<file path="src/rtl/msix_cap_pkg.sv">
package msix_cap_pkg;
  localparam int CAP_BYTES   = 12;
  localparam int LOC_ID      = 0;
  localparam int LOC_NEXT    = 1;
  localparam int LOC_CTRL_HI = 3;
  localparam int TBL_BASE    = 32'h0000_0000;
  localparam int PBA_BASE    = 32'h0000_0800;

  typedef enum logic [1:0] {
    SZ_B1 = 2'd0,
    SZ_B2 = 2'd1,
    SZ_B4 = 2'd2,
    SZ_B4X = 2'd3
  } acc_size_e;

  function automatic int size_to_bytes(input logic [1:0] code);
    case (acc_size_e'(code))
      SZ_B1:   return 1;
      SZ_B2:   return 2;
      default: return 4;
    endcase
  endfunction
endpackage

</file>
<file path="src/rtl/msix_cap_lane_dec.sv">
module msix_cap_lane_dec
  import msix_cap_pkg::*;
#(
  parameter int OFF_W = 4,
  parameter int LANES = 4
) (
  input  logic [OFF_W-1:0]     off,
  input  logic [1:0]           size,
  input  logic [8*LANES-1:0]   wdata,
  output logic                 hi_hit,
  output logic [7:0]           hi_byte
);
  localparam int AW = OFF_W + 1;

  logic [LANES-1:0]         lane_act;
  logic [LANES-1:0][AW-1:0] lane_loc;

  for (genvar i = 0; i < LANES; i++) begin : g_lane
    assign lane_act[i] = size_to_bytes(size) > i;
    assign lane_loc[i] = AW'({1'b0, off}) + AW'(i);
  end

  // Lanes are applied in increasing address order; a later lane wins.
  always_comb begin
    hi_hit  = 1'b0;
    hi_byte = 8'h00;
    for (int i = 0; i < LANES; i++) begin
      if (lane_act[i] && lane_loc[i] == AW'(LOC_CTRL_HI)) begin
        hi_hit  = 1'b1;
        hi_byte = wdata[8*i +: 8];
      end
    end
  end
endmodule

</file>
<file path="src/rtl/msix_cap_ctrl.sv">
module msix_cap_ctrl (
  input  logic       clk,
  input  logic       rst,
  input  logic       wr,
  input  logic       hi_hit,
  input  logic [7:0] hi_byte,
  output logic       en,
  output logic       fmask,
  output logic       rescan
);
  logic en_nx, fm_nx;

  always_comb begin
    en_nx = en;
    fm_nx = fmask;
    if (wr && hi_hit) begin
      en_nx = hi_byte[7];
      fm_nx = hi_byte[6];
    end
  end

  always_ff @(posedge clk) begin
    if (rst) begin
      en     <= 1'b0;
      fmask  <= 1'b0;
      rescan <= 1'b0;
    end else begin
      en     <= en_nx;
      fmask  <= fm_nx;
      rescan <= (!en && en_nx) || (fmask && !fm_nx);
    end
  end
endmodule

</file>
<file path="src/rtl/msix_cap_rdmux.sv">
module msix_cap_rdmux
  import msix_cap_pkg::*;
#(
  parameter int         OFF_W     = 4,
  parameter int         LANES     = 4,
  parameter int         VEC_COUNT = 8,
  parameter logic [7:0] CAP_ID    = 8'h11,
  parameter logic [7:0] NEXT_PTR  = 8'h00,
  parameter int         BAR_IDX   = 0
) (
  input  logic                 clk,
  input  logic                 rst,
  input  logic                 rd,
  input  logic [OFF_W-1:0]     off,
  input  logic [1:0]           size,
  input  logic                 en,
  input  logic                 fmask,
  output logic [8*LANES-1:0]   rdata,
  output logic                 rvalid
);
  localparam int          AW    = OFF_W + 1;
  localparam logic [9:0]  TSIZE = 10'(VEC_COUNT - 1);
  localparam logic [31:0] TBL_W = 32'(TBL_BASE) | 32'(BAR_IDX);
  localparam logic [31:0] PBA_W = 32'(PBA_BASE) | 32'(BAR_IDX);

  logic [8*CAP_BYTES-1:0] image;
  logic [8*LANES-1:0]     rd_nx;

  assign image = {PBA_W, TBL_W, en, fmask, 4'b0000, TSIZE, NEXT_PTR, CAP_ID};

  always_comb begin
    rd_nx = '0;
    for (int i = 0; i < LANES; i++) begin
      logic [AW-1:0] loc;
      loc = AW'({1'b0, off}) + AW'(i);
      if (size_to_bytes(size) > i && int'(loc) < CAP_BYTES)
        rd_nx[8*i +: 8] = image[8*int'(loc) +: 8];
    end
  end

  always_ff @(posedge clk) begin
    if (rst) begin
      rdata  <= '0;
      rvalid <= 1'b0;
    end else begin
      rvalid <= rd;
      if (rd) rdata <= rd_nx;
    end
  end
endmodule

</file>
<file path="src/rtl/msix_cap_regs.sv">
module msix_cap_regs
  import msix_cap_pkg::*;
#(
  parameter int         OFF_W     = 4,
  parameter int         VEC_COUNT = 8,
  parameter logic [7:0] CAP_ID    = 8'h11,
  parameter logic [7:0] NEXT_PTR  = 8'h00,
  parameter int         BAR_IDX   = 0
) (
  input  logic             clk,
  input  logic             rst,
  input  logic             cfg_wr,
  input  logic             cfg_rd,
  input  logic [OFF_W-1:0] cfg_off,
  input  logic [1:0]       cfg_size,
  input  logic [31:0]      cfg_wdata,
  output logic [31:0]      rd_data,
  output logic             rd_valid,
  output logic             msix_en,
  output logic             msix_fmask,
  output logic             rescan
);
  localparam int LANES = 4;

  if (BAR_IDX < 0 || BAR_IDX > 5) begin : g_bad_bar
    $error("BAR_IDX must be between 0 and 5");
  end
  if (VEC_COUNT < 1 || VEC_COUNT > 1024) begin : g_bad_cnt
    $error("VEC_COUNT must be between 1 and 1024");
  end

  logic       hi_hit;
  logic [7:0] hi_byte;

  msix_cap_lane_dec #(.OFF_W(OFF_W), .LANES(LANES)) u_dec (
    .off     (cfg_off),
    .size    (cfg_size),
    .wdata   (cfg_wdata),
    .hi_hit  (hi_hit),
    .hi_byte (hi_byte)
  );

  msix_cap_ctrl u_ctrl (
    .clk     (clk),
    .rst     (rst),
    .wr      (cfg_wr),
    .hi_hit  (hi_hit),
    .hi_byte (hi_byte),
    .en      (msix_en),
    .fmask   (msix_fmask),
    .rescan  (rescan)
  );

  msix_cap_rdmux #(
    .OFF_W(OFF_W), .LANES(LANES), .VEC_COUNT(VEC_COUNT),
    .CAP_ID(CAP_ID), .NEXT_PTR(NEXT_PTR), .BAR_IDX(BAR_IDX)
  ) u_rd (
    .clk    (clk),
    .rst    (rst),
    .rd     (cfg_rd),
    .off    (cfg_off),
    .size   (cfg_size),
    .en     (msix_en),
    .fmask  (msix_fmask),
    .rdata  (rd_data),
    .rvalid (rd_valid)
  );
endmodule

</file>
<file path="config.mk">
export PLATFORM = sky130hd
export DESIGN_NAME = msix_cap_regs
export DESIGN_NICKNAME = d
export VERILOG_FILES = /design/src/rtl/msix_cap_pkg.sv /design/src/rtl/msix_cap_lane_dec.sv /design/src/rtl/msix_cap_ctrl.sv /design/src/rtl/msix_cap_rdmux.sv /design/src/rtl/msix_cap_regs.sv
export SDC_FILE = /design/constraint.sdc
export NUM_CORES = 1
export LEC_CHECK = 0
export ABC_AREA = 1
export BUFFER_PORTS_ARGS = -buffer_cell sky130_fd_sc_hd__buf_4
export CAP_MARGIN = 10
export CORE_MARGIN = 10
export CORE_UTILIZATION = 30
export DETAILED_ROUTE_END_ITERATION = 10
export MAX_ROUTING_LAYER = met4
export PLACE_DENSITY = 0.62
export SETUP_SLACK_MARGIN = 0.4
export SLEW_MARGIN = 20
export SYNTH_ARGS = -nofsm -noshare
export SYNTH_HDL_FRONTEND = slang
export SYNTH_SLANG_ARGS = --single-unit
</file>
<file path="constraint.sdc">
create_clock -name clk -period 1.2 [get_ports clk]
set_clock_uncertainty 0.1 [all_clocks]
set_input_delay 0.06 -clock clk [delete_from_list [all_inputs] [get_ports clk]]
set_output_delay 0.06 -clock clk [all_outputs]
set_load 0.01 [all_outputs]
</file>
==> metrics.cfg <==
[floorplanning]
dieArea_um2 = 7116
core_um2 = 4000
die_w_um = 84.36
initial_core_util_pct = 31.06
pin_count = 78
rows = 23
die_y_um = 84.36

[clocking]
tritoncts = yes
cts-htree-levels = 1
root_buffer = clkbuf_8
clk_pin_slew_ns = 0.07
clock_latency_ns = 0.26
cts_buffers = 3
clock-sinks = 21
cts_max_path_buffers = 2

[sta]
finalSetupViolCount = 0
timing.final.crit_share_pct = 99.07
hold_viol = 3
rsz0062_at_grt = true
whs_ns = -0.003346
max_freq_ghz = 0.8411
post-route-min-period_ns = 1.189
maxSlewViolCount = 0

[cells_and_area]
insertedDiodeCount = 0
drive_above_1_share_pct = 65.76
final_common_cell = buf_6
final_nets = 305
final_cells = 307
final_cell_mix = buf_6, nand2_1, buf_4
syn_to_final_growth_pct = 97.58
final_core_util_pct = 61.37

[power]
power_density_nw_per_um2 = 700.4
p_int_mw = 1.211
p_sw_uw = 508.6
seq_power_share_pct = 40.9
power_leakage_nw = 1.044
pwr-share-comb_pct = 32.6
peakVddDrop_v = 0.0007161
p_sw_share_pct = 29.58
clkPwrFrac_pct = 26.5

[setup_path]
crit_top_cell = nor2_4
crit_family = simple AND/OR/NAND/NOR gates
crit_path_max_incr_delay_ns = 0.25
path_class = in -> reg
cp_num_buf_inv = 3
cp.required_ns = 1.29
critical_path.slowest_cell = ha_4
cp.arrival_ns = 1.27
setup.worst_path.start_class = primary input
critPathMaxFanout = 4
end_kind = flip-flop
worstPathCellList = buf_8 -> inv_12 -> nand2_8 -> ha_4 -> nor2_4 -> nand2_2 -> nor2_4 -> nor2_2 -> nand3_2 -> nand2_4 -> clkinv_4 -> o21ai_2 -> a21oi_1

[synthesis]
seq_area_frac_synth_pct = 33.84
synth_ff_type = dfxtp_1
netlist_instances = 183
synth_edf_count = 0
syn_area_um2 = 1242
async_reset_ff_share_pct = 0
ys_types = 27
postSynthAreaPerCell_um2 = 6.789
synth-seq-cells = 21
ys_warn_count = 0

[drt]
routed_wl_um = 4121
ant_nets = 0
vias = 1411
wl_per_cell_um = 13.42
initialDrtViolationCount = 73
first_pass_iters = 6
drc = 0
vias_per_cell = 4.596

[placement]
place_congestion = 0.8429
port-buffer-count = 43
place_hpwl_um = 2956
dp_cells = 290

[global_route]
grt_start_max_net_pins = 22
grt_pass1_vias = 1419
grt.overflow.total = 0
grt_pass1_wl_um = 6479
antenna_found_initial = 0
track_usage_pct = 10.82

[status]
status = complete, but fails checks
violations = hold timing

[job]
cap_viol_max_count = 0

[hold_path]
hold_path_class = in -> reg

==> synth_stat cells, types with 2 or more instances <==
| cell | number | share of area (%) |
|---|---|---|
| a21oi_1 | 20 | 8.1 |
| nand2_1 | 48 | 15 |
| clkbuf_1 | 2 | 0.60 |
| nand4_1 | 3 | 1.5 |
| nor3_1 | 2 | 0.81 |
| inv_2 | 2 | 0.60 |
| o21ai_1 | 2 | 0.81 |
| buf_4 | 16 | 9.7 |
| nor2_1 | 12 | 3.6 |
| dfxtp_1 | 21 | 34 |
| o21ai_0 | 3 | 1.2 |
| ha_1 | 5 | 5.0 |
| nand3_1 | 17 | 6.8 |
| inv_1 | 16 | 4.8 |
| nor2_2 | 2 | 1.0 |
==> power by group through the flow <==
stage	Clock [mW]	Combinational, mW	Sequential, mW
floorplan	0	0.219	0.727
global placement	0	0.373	0.724
detailed placement	0	0.375	0.724
CTS	0.466	0.494	0.707
global route	0.485	0.600	0.704
finish	0.456	0.560	0.704
==> kinds of logic after synthesis <==
| kind of cell | synth area share, % |
|---|---|
| buffers and inverters | 16.82 |
| flip-flops | 33.84 |
| AO/OA/AOI/OAI | 11.68 |
| other | 0.3018 |
| adder cells (fa/ha/maj) | 5.035 |
| AND/OR/NAND/NOR | 32.33 |
==> worst register-to-register path: stages, from the launching register on <==
cell and delay (ns):
dfxtp_4 0.38, buf_12 0.12, nand3_1 0.07, a21oi_1 0.14
==> flip-flops by register name, indices dropped and copies added, names as in the netlist <==
| name | cells |
|---|---|
| u_ctrl.fmask | 1 |
| u_ctrl.en | 1 |
| u_rd.rdata | 17 |
| u_ctrl.rescan | 1 |
| u_rd.rvalid | 1 |
==> area by class of cell <==
type | instances | area, um^2
inverters | 19 | 123.9
well taps | 50 | 62.56
flip-flops and latches | 21 | 454.2
clock buffers | 4 | 45.04
fillers | 329 | 1545
repair buffers | 81 | 845.8
multi-input cells | 132 | 923.4
==> what timing repair did <==
action / 4_1_cts / 5_1_grt
endpoints found under the hold margin: 3 / 0
setup buffers: 8 / 5
pin swaps: 37 / 21
endpoints found under the setup margin: 45 / 45
gates resized for setup: 95 / 38
==> stage by stage <==
stage	power [mW]	TNS, ns	cell area, um^2	worst slack (ns)
finish	1.719	0	2455	0.01114
global route	1.789	-0.1987	2455	-0.05757
CTS	1.666	0	2276	0.04852
detailed placement	1.099	-3.311	1864	-0.3576
global placement	1.097	-3.068	1864	-0.3440
floorplan	0.9454	-0.09319	1438	-0.04207
==> layer usage <==
metal	GRT usage, %	up-vias	routed length [um]
met4	1.347	0	49
met3	3.961	8	300
li1	-	716	-
met2	17.70	51	2037
met5	-	-	0
met1	12.73	636	1733
==> final timing paths <==
kind         cells past startpoint        endpoint  slack [ns]     startpoint
min                              3   u_rd.rdata[6]      -0.003         cfg_rd
max                             13    u_ctrl.fmask        0.01    cfg_size[1]
min reg2reg                      2   u_rd.rdata[3]        0.37  u_rd.rdata[3]
max reg2reg                      3  u_rd.rdata[22]        0.33   u_ctrl.fmask
No activity file was read; power rests on OpenSTA's default activity.
